File: src/rtl/nor_pp_pkg.sv
package nor_pp_pkg;
  localparam logic [7:0] OPC_WREN    = 8'h06;
  localparam logic [7:0] OPC_RDSTAT  = 8'h05;
  localparam logic [7:0] OPC_PP_DEF  = 8'h02;

  typedef enum logic [2:0] {
    RA_CMD   = 3'd0,
    RA_BCFG  = 3'd1,
    RA_SCFG  = 3'd2,
    RA_OPC   = 3'd3,
    RA_ADDR  = 3'd4,
    RA_AMODE = 3'd5,
    RA_WBYTE = 3'd6,
    RA_PUSH  = 3'd7
  } reg_addr_e;

  localparam int CMD_WR_BIT     = 4;
  localparam int BCFG_STAGE_BIT = 0;
  localparam int BCFG_CUST_BIT  = 4;
  localparam int SCFG_NOWEN_BIT = 7;
  localparam int SCFG_NOPOL_BIT = 5;
  localparam int AMODE_4B_BIT   = 4;

  typedef enum logic [3:0] {
    S_IDLE, S_WEN, S_GAP_W, S_OP, S_ADR, S_DAT, S_GAP_P, S_POLL_OP, S_POLL_RX
  } seq_state_e;
endpackage

File: src/rtl/nor_pp_regs.sv
module nor_pp_regs
  import nor_pp_pkg::*;
(
  input  logic        clk,
  input  logic        rst_n,
  input  logic        wr,
  input  logic [2:0]  addr,
  input  logic [31:0] wdata,
  input  logic        busy,
  output logic [31:0] rdata,
  output logic        start,
  output logic        stage_on,
  output logic        stage_clr,
  output logic        push,
  output logic        cust_op,
  output logic [7:0]  opc,
  output logic [31:0] flash_addr,
  output logic        four_b,
  output logic [7:0]  wbyte,
  output logic        no_wen,
  output logic        no_poll
);
  logic        stage_req_q, stage_req_d;
  logic        stage_on_q, stage_on_d;
  logic        cust_q, cust_d;
  logic        nowen_q, nowen_d;
  logic        nopol_q, nopol_d;
  logic [7:0]  opc_q, opc_d;
  logic [31:0] addr_q, addr_d;
  logic        fourb_q, fourb_d;
  logic [7:0]  wbyte_q, wbyte_d;
  logic        apply_ok;

  assign start     = wr && (addr == RA_CMD) && wdata[CMD_WR_BIT] && !busy;
  assign apply_ok  = !busy && !start;
  assign stage_clr = apply_ok && stage_req_q && !stage_on_q;
  assign push      = wr && (addr == RA_PUSH) && stage_on_q && !busy;

  always_comb begin
    stage_req_d = stage_req_q;
    cust_d      = cust_q;
    nowen_d     = nowen_q;
    nopol_d     = nopol_q;
    opc_d       = opc_q;
    addr_d      = addr_q;
    fourb_d     = fourb_q;
    wbyte_d     = wbyte_q;
    stage_on_d  = apply_ok ? stage_req_q : stage_on_q;
    if (wr) begin
      case (addr)
        RA_BCFG: begin
          stage_req_d = wdata[BCFG_STAGE_BIT];
          cust_d      = wdata[BCFG_CUST_BIT];
        end
        RA_SCFG: begin
          nowen_d = wdata[SCFG_NOWEN_BIT];
          nopol_d = wdata[SCFG_NOPOL_BIT];
        end
        RA_OPC:   opc_d   = wdata[7:0];
        RA_ADDR:  addr_d  = wdata;
        RA_AMODE: fourb_d = wdata[AMODE_4B_BIT];
        RA_WBYTE: wbyte_d = wdata[7:0];
        default: ;
      endcase
    end
  end

  always_ff @(posedge clk or negedge rst_n) begin
    if (!rst_n) begin
      stage_req_q <= 1'b0;
      stage_on_q  <= 1'b0;
      cust_q      <= 1'b0;
      nowen_q     <= 1'b0;
      nopol_q     <= 1'b0;
      opc_q       <= 8'h00;
      addr_q      <= 32'h0;
      fourb_q     <= 1'b0;
      wbyte_q     <= 8'h00;
    end else begin
      stage_req_q <= stage_req_d;
      stage_on_q  <= stage_on_d;
      cust_q      <= cust_d;
      nowen_q     <= nowen_d;
      nopol_q     <= nopol_d;
      opc_q       <= opc_d;
      addr_q      <= addr_d;
      fourb_q     <= fourb_d;
      wbyte_q     <= wbyte_d;
    end
  end

  always_comb begin
    rdata = 32'h0;
    case (addr)
      RA_CMD:   rdata[CMD_WR_BIT] = busy;
      RA_BCFG: begin
        rdata[BCFG_STAGE_BIT] = stage_on_q;
        rdata[BCFG_CUST_BIT]  = cust_q;
      end
      RA_SCFG: begin
        rdata[SCFG_NOWEN_BIT] = nowen_q;
        rdata[SCFG_NOPOL_BIT] = nopol_q;
      end
      RA_OPC:   rdata[7:0] = opc_q;
      RA_ADDR:  rdata      = addr_q;
      RA_AMODE: rdata[AMODE_4B_BIT] = fourb_q;
      RA_WBYTE: rdata[7:0] = wbyte_q;
      default:  rdata = 32'h0;
    endcase
  end

  assign stage_on   = stage_on_q;
  assign cust_op    = cust_q;
  assign opc        = opc_q;
  assign flash_addr = addr_q;
  assign four_b     = fourb_q;
  assign wbyte      = wbyte_q;
  assign no_wen     = nowen_q;
  assign no_poll    = nopol_q;
endmodule

File: src/rtl/nor_pp_stage_buf.sv
module nor_pp_stage_buf #(
  parameter int PAGE_BYTES = 128,
  localparam int WORDS = PAGE_BYTES / 4,
  localparam int PW    = $clog2(WORDS + 1),
  localparam int IW    = $clog2(PAGE_BYTES),
  localparam int CW    = $clog2(PAGE_BYTES + 1)
) (
  input  logic          clk,
  input  logic          rst_n,
  input  logic          clr,
  input  logic          push,
  input  logic [31:0]   push_data,
  input  logic [IW-1:0] rd_idx,
  output logic [7:0]    rd_byte,
  output logic [CW-1:0] fill_bytes
);
  logic [PW-1:0] wptr_q, wptr_d;
  logic [31:0]   words [WORDS];
  logic [31:0]   sel_word;
  logic          full;

  assign full = (wptr_q == PW'(WORDS));

  always_comb begin
    wptr_d = wptr_q;
    if (clr)
      wptr_d = '0;
    else if (push && !full)
      wptr_d = wptr_q + PW'(1);
  end

  always_ff @(posedge clk or negedge rst_n) begin
    if (!rst_n) wptr_q <= '0;
    else        wptr_q <= wptr_d;
  end

  for (genvar gi = 0; gi < WORDS; gi++) begin : g_word
    always_ff @(posedge clk) begin
      if (push && !clr && (wptr_q == PW'(gi)))
        words[gi] <= push_data;
    end
  end

  assign sel_word   = words[rd_idx[IW-1:2]];
  assign rd_byte    = sel_word[{rd_idx[1:0], 3'b000} +: 8];
  assign fill_bytes = CW'({wptr_q, 2'b00});
endmodule

File: src/rtl/nor_pp_shifter.sv
module nor_pp_shifter (
  input  logic       clk,
  input  logic       rst_n,
  input  logic       go,
  input  logic [7:0] tx,
  input  logic       miso,
  output logic       busy,
  output logic       done,
  output logic       rx_last,
  output logic       sck,
  output logic       mosi
);
  logic       act_q, act_d;
  logic       ph_q, ph_d;
  logic [7:0] sr_q, sr_d;
  logic [3:0] cnt_q, cnt_d;
  logic       done_q, done_d;
  logic       rx_q, rx_d;

  always_comb begin
    act_d  = act_q;
    ph_d   = ph_q;
    sr_d   = sr_q;
    cnt_d  = cnt_q;
    done_d = 1'b0;
    rx_d   = rx_q;
    if (!act_q) begin
      if (go) begin
        act_d = 1'b1;
        ph_d  = 1'b0;
        sr_d  = tx;
        cnt_d = 4'd8;
      end
    end else if (!ph_q) begin
      ph_d = 1'b1;
    end else begin
      ph_d  = 1'b0;
      rx_d  = miso;
      sr_d  = {sr_q[6:0], 1'b0};
      cnt_d = cnt_q - 4'd1;
      if (cnt_q == 4'd1) begin
        act_d  = 1'b0;
        done_d = 1'b1;
      end
    end
  end

  always_ff @(posedge clk or negedge rst_n) begin
    if (!rst_n) begin
      act_q  <= 1'b0;
      ph_q   <= 1'b0;
      sr_q   <= 8'h00;
      cnt_q  <= 4'd0;
      done_q <= 1'b0;
      rx_q   <= 1'b0;
    end else begin
      act_q  <= act_d;
      ph_q   <= ph_d;
      sr_q   <= sr_d;
      cnt_q  <= cnt_d;
      done_q <= done_d;
      rx_q   <= rx_d;
    end
  end

  assign busy    = act_q;
  assign done    = done_q;
  assign rx_last = rx_q;
  assign sck     = act_q & ph_q;
  assign mosi    = sr_q[7];
endmodule

File: src/rtl/nor_pp_seq.sv
module nor_pp_seq
  import nor_pp_pkg::*;
#(
  parameter int PAGE_BYTES = 128,
  parameter int GAP_CYC    = 2,
  localparam int IW = $clog2(PAGE_BYTES),
  localparam int CW = $clog2(PAGE_BYTES + 1),
  localparam int GW = $clog2(GAP_CYC + 1)
) (
  input  logic          clk,
  input  logic          rst_n,
  input  logic          start,
  input  logic          stage_on,
  input  logic [CW-1:0] fill_bytes,
  input  logic [7:0]    stage_byte,
  input  logic          cust_op,
  input  logic [7:0]    opc,
  input  logic [31:0]   flash_addr,
  input  logic          four_b,
  input  logic [7:0]    wbyte,
  input  logic          no_wen,
  input  logic          no_poll,
  input  logic          sh_busy,
  input  logic          sh_done,
  input  logic          sh_rx_last,
  output logic          busy,
  output logic          cs_n,
  output logic          sh_go,
  output logic [7:0]    sh_tx,
  output logic [IW-1:0] stage_idx
);
  seq_state_e    st_q, st_d;
  logic [CW-1:0] idx_q, idx_d;
  logic [GW-1:0] gap_q, gap_d;
  logic          cs_n_q;
  logic [CW-1:0] n_adr, n_dat;
  logic [1:0]    adr_sel;
  seq_state_e    after_dat;

  function automatic logic cs_active(seq_state_e s);
    return (s == S_WEN) || (s == S_OP) || (s == S_ADR) || (s == S_DAT) ||
           (s == S_POLL_OP) || (s == S_POLL_RX);
  endfunction

  assign n_adr     = four_b ? CW'(4) : CW'(3);
  assign n_dat     = stage_on ? fill_bytes : CW'(1);
  assign after_dat = no_poll ? S_IDLE : S_GAP_P;
  assign adr_sel   = 2'(n_adr - CW'(1) - idx_q);

  always_comb begin
    st_d  = st_q;
    idx_d = idx_q;
    gap_d = gap_q;
    case (st_q)
      S_IDLE: if (start) begin
        st_d  = no_wen ? S_OP : S_WEN;
        idx_d = '0;
      end
      S_WEN: if (sh_done) begin
        st_d  = S_GAP_W;
        gap_d = '0;
      end
      S_GAP_W: begin
        gap_d = gap_q + GW'(1);
        if (gap_q == GW'(GAP_CYC - 1)) st_d = S_OP;
      end
      S_OP: if (sh_done) begin
        st_d  = S_ADR;
        idx_d = '0;
      end
      S_ADR: if (sh_done) begin
        if (idx_q == n_adr - CW'(1)) begin
          idx_d = '0;
          gap_d = '0;
          st_d  = (n_dat == '0) ? after_dat : S_DAT;
        end else begin
          idx_d = idx_q + CW'(1);
        end
      end
      S_DAT: if (sh_done) begin
        if (idx_q == n_dat - CW'(1)) begin
          st_d  = after_dat;
          gap_d = '0;
        end else begin
          idx_d = idx_q + CW'(1);
        end
      end
      S_GAP_P: begin
        gap_d = gap_q + GW'(1);
        if (gap_q == GW'(GAP_CYC - 1)) st_d = S_POLL_OP;
      end
      S_POLL_OP: if (sh_done) st_d = S_POLL_RX;
      S_POLL_RX: if (sh_done) begin
        gap_d = '0;
        st_d  = sh_rx_last ? S_GAP_P : S_IDLE;
      end
      default: st_d = S_IDLE;
    endcase
  end

  always_ff @(posedge clk or negedge rst_n) begin
    if (!rst_n) begin
      st_q   <= S_IDLE;
      idx_q  <= '0;
      gap_q  <= '0;
      cs_n_q <= 1'b1;
    end else begin
      st_q   <= st_d;
      idx_q  <= idx_d;
      gap_q  <= gap_d;
      cs_n_q <= !cs_active(st_d);
    end
  end

  always_comb begin
    case (st_q)
      S_WEN:     sh_tx = OPC_WREN;
      S_OP:      sh_tx = cust_op ? opc : OPC_PP_DEF;
      S_ADR: begin
        case (adr_sel)
          2'd3:    sh_tx = flash_addr[31:24];
          2'd2:    sh_tx = flash_addr[23:16];
          2'd1:    sh_tx = flash_addr[15:8];
          default: sh_tx = flash_addr[7:0];
        endcase
      end
      S_DAT:     sh_tx = stage_on ? stage_byte : wbyte;
      S_POLL_OP: sh_tx = OPC_RDSTAT;
      default:   sh_tx = 8'h00;
    endcase
  end

  assign sh_go     = cs_active(st_q) && !sh_busy && !sh_done;
  assign busy      = (st_q != S_IDLE);
  assign cs_n      = cs_n_q;
  assign stage_idx = idx_q[IW-1:0];
endmodule

File: src/rtl/nor_pp_wr_engine.sv
module nor_pp_wr_engine #(
  parameter int PAGE_BYTES = 128,
  parameter int GAP_CYC    = 2
) (
  input  logic        clk,
  input  logic        rst_n,
  input  logic        reg_wr,
  input  logic [2:0]  reg_addr,
  input  logic [31:0] reg_wdata,
  output logic [31:0] reg_rdata,
  output logic        spi_cs_n,
  output logic        spi_sck,
  output logic        spi_mosi,
  input  logic        spi_miso
);
  localparam int IW = $clog2(PAGE_BYTES);
  localparam int CW = $clog2(PAGE_BYTES + 1);

  logic [1:0]    rst_sync_q;
  logic          rst_sync_n;
  logic          eng_busy, start, stage_on, stage_clr, push;
  logic          cust_op, four_b, no_wen, no_poll;
  logic [7:0]    opc, wbyte, stage_byte, sh_tx;
  logic [31:0]   flash_addr;
  logic [CW-1:0] fill_bytes;
  logic [IW-1:0] stage_idx;
  logic          sh_go, sh_busy, sh_done, sh_rx_last;

  always_ff @(posedge clk or negedge rst_n) begin
    if (!rst_n) rst_sync_q <= 2'b00;
    else        rst_sync_q <= {rst_sync_q[0], 1'b1};
  end
  assign rst_sync_n = rst_sync_q[1];

  nor_pp_regs u_regs (
    .clk(clk), .rst_n(rst_sync_n), .wr(reg_wr), .addr(reg_addr),
    .wdata(reg_wdata), .busy(eng_busy), .rdata(reg_rdata), .start(start),
    .stage_on(stage_on), .stage_clr(stage_clr), .push(push),
    .cust_op(cust_op), .opc(opc), .flash_addr(flash_addr), .four_b(four_b),
    .wbyte(wbyte), .no_wen(no_wen), .no_poll(no_poll)
  );

  nor_pp_stage_buf #(.PAGE_BYTES(PAGE_BYTES)) u_buf (
    .clk(clk), .rst_n(rst_sync_n), .clr(stage_clr), .push(push),
    .push_data(reg_wdata), .rd_idx(stage_idx), .rd_byte(stage_byte),
    .fill_bytes(fill_bytes)
  );

  nor_pp_seq #(.PAGE_BYTES(PAGE_BYTES), .GAP_CYC(GAP_CYC)) u_seq (
    .clk(clk), .rst_n(rst_sync_n), .start(start), .stage_on(stage_on),
    .fill_bytes(fill_bytes), .stage_byte(stage_byte), .cust_op(cust_op),
    .opc(opc), .flash_addr(flash_addr), .four_b(four_b), .wbyte(wbyte),
    .no_wen(no_wen), .no_poll(no_poll), .sh_busy(sh_busy),
    .sh_done(sh_done), .sh_rx_last(sh_rx_last), .busy(eng_busy),
    .cs_n(spi_cs_n), .sh_go(sh_go), .sh_tx(sh_tx), .stage_idx(stage_idx)
  );

  nor_pp_shifter u_sh (
    .clk(clk), .rst_n(rst_sync_n), .go(sh_go), .tx(sh_tx), .miso(spi_miso),
    .busy(sh_busy), .done(sh_done), .rx_last(sh_rx_last), .sck(spi_sck),
    .mosi(spi_mosi)
  );
endmodule

File: config.mk
export PLATFORM = sky130hd
export DESIGN_NAME = nor_pp_wr_engine
export DESIGN_NICKNAME = d
export VERILOG_FILES = /design/src/rtl/nor_pp_pkg.sv /design/src/rtl/nor_pp_regs.sv /design/src/rtl/nor_pp_stage_buf.sv /design/src/rtl/nor_pp_shifter.sv /design/src/rtl/nor_pp_seq.sv /design/src/rtl/nor_pp_wr_engine.sv
export SDC_FILE = /design/constraint.sdc
export NUM_CORES = 1
export LEC_CHECK = 0
export BUFFER_PORTS_ARGS = -buffer_cell sky130_fd_sc_hd__clkbuf_2
export CELL_PAD_IN_SITES_DETAIL_PLACEMENT = 1
export CELL_PAD_IN_SITES_GLOBAL_PLACEMENT = 1
export CORE_AREA = 10 10 227 391
export DETAILED_ROUTE_END_ITERATION = 6
export DIE_AREA = 0 0 237 401
export GPL_ROUTABILITY_DRIVEN = 0
export PLACE_DENSITY = 0.82
export SLEW_MARGIN = 20
export SYNTH_ARGS = -nofsm -noshare
export SYNTH_HDL_FRONTEND = slang
export SYNTH_HIERARCHICAL = 1
export SYNTH_SLANG_ARGS = --single-unit
export TNS_END_PERCENT = 1
File: constraint.sdc
create_clock -name clk -period 3.11 [get_ports clk]
set_clock_uncertainty 0.1 [all_clocks]
set_input_delay 0.4665 -clock clk [delete_from_list [all_inputs] [get_ports clk]]
set_output_delay 0.4665 -clock clk [all_outputs]
set_load 0.05 [all_outputs]
* Word-level counts from Yosys, hierarchy flattened
Memory sizes are Yosys's and may differ from the RTL's. Index checks and enable logic that the tools add are counted.
Storage, ports and cells: logic and storage cells 432, output and inout port bits 35, memories kept 1, bits in registers 93, RAM bits 1024
Memory list:
- u_buf.words | depth 32, width 32, rd ports 1, clocked after memory_dff 0, wr ports 1, RTL line nor_pp_stage_buf.sv:18 | logic [31:0] words [WORDS];
Cells by class: shift operators 1, equal/unequal tests 69, add/subtract/negate cells 7, bitwise logic cells 1, reduce and logical (&&, ||, !) cells 115, muxes and demuxes 217
Operators by type and width (count):
- $mux W32 | 31
- $reduce_or A32 Y1 | 31
- $mux W5 | 31
- $mux W1 | 105
- $eq A6 B5 Y1 const B | 16
- $mux W8 | 12
- $mux W4 | 15
- $eq A6 B4 Y1 const B | 8
- $logic_and A1 B1 Y1 | 45
- $pmux W8 S5 | 1
- $pmux W4 S9 | 1
- $pmux W8 S4 | 1
- $shiftx A32 B6 Y8 | 1
- $eq A4 B3 Y1 const B | 7
- $eq A6 B3 Y1 const B | 4
- $mux W24 | 1
- $pmux W8 S3 | 1
- $eq A8 B8 Y1 | 2
- $reduce_and A2 Y1 | 8
- $eq A3 B3 Y1 const B | 4
- $eq A4 B1 Y1 const B | 3
- $eq A4 B2 Y1 const B | 3
- $eq A6 B2 Y1 const B | 2
- $mux W2 | 6
- other kinds (34) | 71

* Depth between registers and ports, before layout
depth in word-level cells 45, gate-level depth with buffers 14, depth with buffers taken out 10

* Cells and area by module
Netlist, hierarchy kept.
Modules (own cells, without submodules):
- nor_pp_stage_buf | cells each 1530, sequential area each 30899.6 µm², instances 1, area each 39325.2 µm²
- nor_pp_regs | cells each 188, sequential area each 1351.3 µm², instances 1, area each 2568.7 µm²
- nor_pp_seq | cells each 276, sequential area each 376.6 µm², instances 1, area each 2113.3 µm²
- nor_pp_shifter | cells each 73, sequential area each 400.4 µm², instances 1, area each 818.3 µm²
- nor_pp_wr_engine | cells each 3, sequential area each 50.0 µm², instances 1, area each 53.8 µm²

* Worst setup path after synthesis
OpenSTA, ideal clock, no wires.
kind register to register, start reg u_seq.st_q[2], end mem u_buf.words[6][0] (enable), slack -1.013 ns, data arrival time 3.602 ns, cell stages (with the launch flop) 11, path buffers 3, cell sequence dfrtp_1 > clkbuf_1 > clkbuf_1 > nor2_1 > nand2_1 > a31oi_1 > and3b_1 > clkbuf_1 > nor4b_1 > nand2_1 > nor2_1
Between the ends: word-level cells in the longest chain between the ends 44, elaborated cells on any way between the ends 199, classes of those cells mux: 126; reduce/logical: 73
RTL lines:
- start, declared | RTL line nor_pp_seq.sv:32 | seq_state_e st_q, st_d;
- start signal, assigned | RTL line nor_pp_seq.sv:108 | st_q <= st_d;
- $reduce_bool A4 Y1 (*) | RTL line nor_pp_seq.sv:134 | assign busy = (st_q != S_IDLE);
- net eng_busy | RTL line nor_pp_wr_engine.sv:21 | logic eng_busy, start, stage_on, stage_clr, push;
- $logic_not A1 Y1 (*) | RTL line nor_pp_regs.sv:34, nor_pp_regs.sv:35
- $logic_and A1 B1 Y1 | RTL line nor_pp_regs.sv:34 | assign start = wr && (addr == RA_CMD) && wdata[CMD_WR_BIT] && !busy;
- $logic_not A1 Y1 | RTL line nor_pp_regs.sv:35 | assign apply_ok = !busy && !start;
- $logic_and A1 B1 Y1 (*) | RTL line nor_pp_regs.sv:35
- $logic_and A1 B1 Y1 (*) (2 in a row) | RTL line nor_pp_regs.sv:36 | assign stage_clr = apply_ok && stage_req_q && !stage_on_q;
- net stage_clr | RTL line nor_pp_wr_engine.sv:21
- $logic_not A1 Y1 (*) | RTL line nor_pp_stage_buf.sv:39 | if (push && !clr && (wptr_q == PW'(gi)))
- $logic_and A1 B1 Y1 (*) | RTL line nor_pp_stage_buf.sv:39
- $logic_and A1 B1 Y1 | RTL line nor_pp_stage_buf.sv:39
- $mux W1 | RTL line nor_pp_stage_buf.sv:39
- $mux W1 (implied by the code) | RTL line nor_pp_stage_buf.sv:40 | words[gi] <= push_data;
- $reduce_or A32 Y1 (no source line)
- $mux W5 (no source line) / $mux W1 (equally long branches) (31 in a row)
- end, declared | RTL line nor_pp_stage_buf.sv:18
Mark *: on every way through the listed nets, which the timed path passes. The rest lies on a longest branch.

* Worst setup path in the final report
start reg u_seq.idx_q[2], end reg u_sh.sr_q[7]
Between the ends: word-level cells in the longest chain between the ends 6
RTL lines:
- start, declared | RTL line nor_pp_seq.sv:33 | logic [CW-1:0] idx_q, idx_d;
- start signal, assigned | RTL line nor_pp_seq.sv:109 | idx_q <= idx_d;
- $mem_v2 Z32 W32
- $shiftx A32 B6 Y8 | RTL line nor_pp_stage_buf.sv:45 | assign rd_byte = sel_word[{rd_idx[1:0], 3'b000} +: 8];
- net stage_byte[7] | RTL line nor_pp_wr_engine.sv:23 | logic [7:0] opc, wbyte, stage_byte, sh_tx;
- $mux W8 | RTL line nor_pp_seq.sv:127 | S_DAT: sh_tx = stage_on ? stage_byte : wbyte;
- $pmux W8 S5 | RTL line nor_pp_seq.sv:116 | case (st_q)
- net sh_tx[7] | RTL line nor_pp_wr_engine.sv:23
- $mux W8 | RTL line nor_pp_shifter.sv:28 | if (go) begin
- $mux W8 | RTL line nor_pp_shifter.sv:27 | if (!act_q) begin
- end signal, assigned | RTL line nor_pp_shifter.sv:59 | sr_q <= sr_d;
- end, declared | RTL line nor_pp_shifter.sv:15 | logic [7:0] sr_q, sr_d;
The timed path passes the listed nets, and every way through them passes these cells. The select of a mux whose other input is x is not followed. A chain may end at the register's enable or synchronous reset.

==> run summary <==
Run status: complete, but fails checks
Failing checks: negative setup slack
1st-iter DRT viols: 3971
Max Slew Vio Count: 0
Routed vias: 25000
Longest Clk Path Bufs: 3
Reg-to-reg endpoint: u_sh/sr_q[7]
DRC viols: 0
CP arrival: 4.40 ns
Least-Margin Pin Slew: 0.994 ns
Ys async rst share: 8.33%
P&R area growth vs syn: 16.4%
Highest Clock Rate: 253 MHz
Mapped cell area: 44900 µm²
Main synth FF type: edfxtp_1
Final setup margin: -0.837 ns
Skew-Pair Late Insertion Delay: 0.71 ns
Vias in the first global route: 25900
HP Class: in2reg
FF+latch area: 33100 µm²
GRT Total Usage: 30.9%
Initial antenna violation count: 10
Final wirelength: 148 mm
DP Wirelength: 80.7 mm
First-pass GRT wire length: 206 mm
Yosys top cell by area: edfxtp_1
Top-Level Pins: 74
Synth area leaders: edfxtp_1 (69%), mux4_2 (17%), dfrtp_1 (5.1%)
Mean Syn Cell Area: 21.7 µm²
R2R Path Start: u_seq/idx_q[2]
FF-to-FF path depth: 11
Die area: 95000 µm²
Total CTS buffers: 94
Worst Setup Start Kind: flip-flop
WHS: 0.145 ns
EDFF count, synth: 1024
Total power: 31.6 mW
I/O Buffers: 73
Net Sw Frac: 24.1%
CP Capture Type: flip-flop
Max H-tree Level: 3
Largest net degree at the start of global routing: 65
Area fraction of the dominant cell type after synthesis: 68.5%
Drt via density: 7.22
CTS tree: yes
Post-DRT Antenna Nets: 0
WHS Endpoint: u_regs/four_b
Nets: 2378
Footprint of the multi-input gates: 11500 µm²
DRT Pass-1 Iters: 6
Grt ovf: 0
Final hold viol count: 0
Clock network fraction of total power: 38.1%
CTS Root Cell: clkbuf_16
Initial core utilization: 54.8%
Worst hold start: reg_addr[1]
Core Box Area: 81900 µm²
Fillcell total: 6534
Setup-failing EPs final: 9
Internal: 23.9 mW
Fin util: 63.8%
Post-synthesis sequential area ratio: 73.7%
FF-to-FF setup slack: -0.84 ns
Pwr/cell area: 604 nW/µm²
Worst Path Required: 3.56 ns
Power share of the combinational group: 7.9%
Seq pwr share: 54.0%
Crit share post-route: 127%
Layout cells sized above 1: 37.6%
Synth Instances: 2070
Net Sw Power: 7.61 mW
Clock sink total: 1117
Crit-path max FO: 12
Synth warnings: 6
Pre-CTS WS: -0.784 ns
Flops & latches, synth: 1117
Leakage power: 16.6 nW
Die Ht: 401 µm
Minimum clock period: 3.95 ns
Post-synthesis cell type count: 83
Per-cell routed wire length: 42.6 µm
Worst setup path class: reg2reg
Reg clk slew, reported paths: 0.07 ns
Die X: 237 µm
Peak VDD IR: 0.000486 V
RSZ-0062 raised after global routing: yes
Max-cap violation count: 0
Hold path depth: 4
Site Rows: 139
Max_slew headroom: 33.8%
sequential cells by signal (all words and copies together) (netlist names):
name                count
u_buf/words          1024
u_regs/flash_addr      32
u_regs/opc              8
u_regs/wbyte            8
u_seq/idx_q             8
u_sh/sr_q               8
u_buf/wptr_q            6
u_seq/st_q              4
u_sh/cnt_q              4
rst_sync_q              2
u_seq/gap_q             2
u_regs/cust_op          1
u_regs/four_b           1
u_regs/no_poll          1
u_regs/no_wen           1
u_regs/stage_on         1
u_regs/stage_req_q      1
u_seq/cs_n              1
u_sh/busy               1
u_sh/done               1
u_sh/ph_q               1
u_sh/rx_last            1
layout make-up:
type	instances	share of cell area (%)
diodes	3	0.0144
multi-input cells	812	21.9
clock buffers	126	4.89
flip-flops and latches	1117	63.4
clock inverters	49	0.872
inverters	17	0.122
repair buffers	286	6.28
well taps	1057	2.53
worst max-delay path, cell delays in order (launching register included):
cell      delay, ns
dfrtp_4        0.44
buf_12         0.15
buf_16         0.17
buf_16         0.19
mux4_2         0.60
mux4_2         0.50
mux4_2         0.49
mux2_4         0.37
mux2i_1        0.21
o221ai_2       0.13
a211oi_2       0.34
a21oi_2        0.09
metal layers:
layer	up-vias	wire length, µm	global-route usage [%]
met4	12	10400	17.4
met5	-	193	0
met3	561	15800	7.07
li1	9162	-	-
met1	13100	47800	36.9
met2	2248	73600	51.1
synthesized netlist by cell type, types with 5 or more instances:
master     number
nor3_1          5
o21ai_0        20
a22oi_1         5
and2_1         26
nor2b_1         8
mux4_2        336
a21oi_1        20
inv_1          16
buf_4          18
nand3_1         9
ha_1           11
mux2_2         72
o22ai_1         5
nand2_1        49
o2bb2ai_1       5
nor2_1         60
buf_1          22
nand2b_1        9
dfrtp_1        92
xnor2_1        10
o221ai_1        8
xor2_1          5
o31ai_1         5
buf_2          25
nand4_1         6
edfxtp_1     1024
and2b_1         6
clkbuf_1       51
buf_6           9
and3_1          5
a211oi_1       10
mux2i_1        38
cells by family (layout without fill, tap and decap cells):
| kind of cell | after synthesis | after routing | share of synthesized area [%] |
|---|---|---|---|
| multiplexers | 447 | 447 | 19.5 |
| AO/OA/AOI/OAI | 119 | 119 | 1.93 |
| AND/OR/NAND/NOR | 216 | 216 | 2.62 |
| buffers and inverters | 142 | 478 | 1.56 |
| flip-flops | 1117 | 1117 | 73.7 |
| adder cells (fa/ha/maj) | 11 | 11 | 0.307 |
| other | 2 | 6 | 0.0167 |
| XOR/XNOR | 16 | 16 | 0.329 |
what timing repair did:
item	CTS	global route
buffers inserted	20	9
endpoints found under the setup margin	55	514
pin swaps	8	7
resized for setup	34	28
hold endpoints to repair	3	0
hold buffers	3	0
cloned	5	3
power by group through the flow:
stage	registers [mW]	clock network (mW)	logic, mW
4_1_cts	17.0	12.1	2.41
6_report	17.0	12.0	2.50
2_1_floorplan	17.2	0	1.42
3_3_place_gp	17.3	0	2.18
5_1_grt	17.1	12.7	2.64
3_5_place_dp	17.3	0	2.30
how the worst max path moves through the flow:
| stage | startpoint | to | depth (start not counted) |
|---|---|---|---|
| final | u_seq/idx_q[2] | u_sh/sr_q[7] | 11 |
| after global routing | u_seq/idx_q[2] | u_sh/sr_q[7] | 11 |
| after floorplan | u_seq/idx_q[2] | u_sh/sr_q[2] | 14 |
| after global placement | u_seq/idx_q[2] | u_sh/sr_q[3] | 10 |
| after detailed placement | u_seq/idx_q[2] | u_sh/sr_q[7] | 10 |
| after CTS | u_seq/idx_q[2] | u_sh/sr_q[3] | 11 |
metrics by stage:
stage	cell area [µm²]	TNS (ns)	cells
floorplan	45500	-181.65	2071
global placement	48500	-5.47	3251
detailed placement	48500	-7.32	3251
CTS	52000	-5.85	3454
global route	52200	-7.35	3465
finish	52200	-6.22	3467
layout by cell type (no fill, tap or decap), types with 8 or more instances in the layout:
| master | instances |
|---|---|
| a21oi_1 | 19 |
| and2_1 | 26 |
| buf_12 | 75 |
| buf_16 | 11 |
| buf_4 | 106 |
| buf_6 | 9 |
| clkbuf_1 | 27 |
| clkbuf_16 | 100 |
| clkbuf_2 | 73 |
| clkinv_1 | 14 |
| clkinv_2 | 18 |
| dfrtp_1 | 86 |
| edfxtp_1 | 1024 |
| ha_1 | 11 |
| inv_1 | 16 |
| mux2_2 | 65 |
| mux2i_1 | 37 |
| mux4_2 | 336 |
| nand2_1 | 44 |
| nand2b_1 | 9 |
| nand3_1 | 9 |
| nor2_1 | 30 |
| nor2_4 | 30 |
| nor2b_1 | 8 |
| o21ai_0 | 18 |
| xnor2_1 | 9 |
Power figures use the tool's default switching activity.
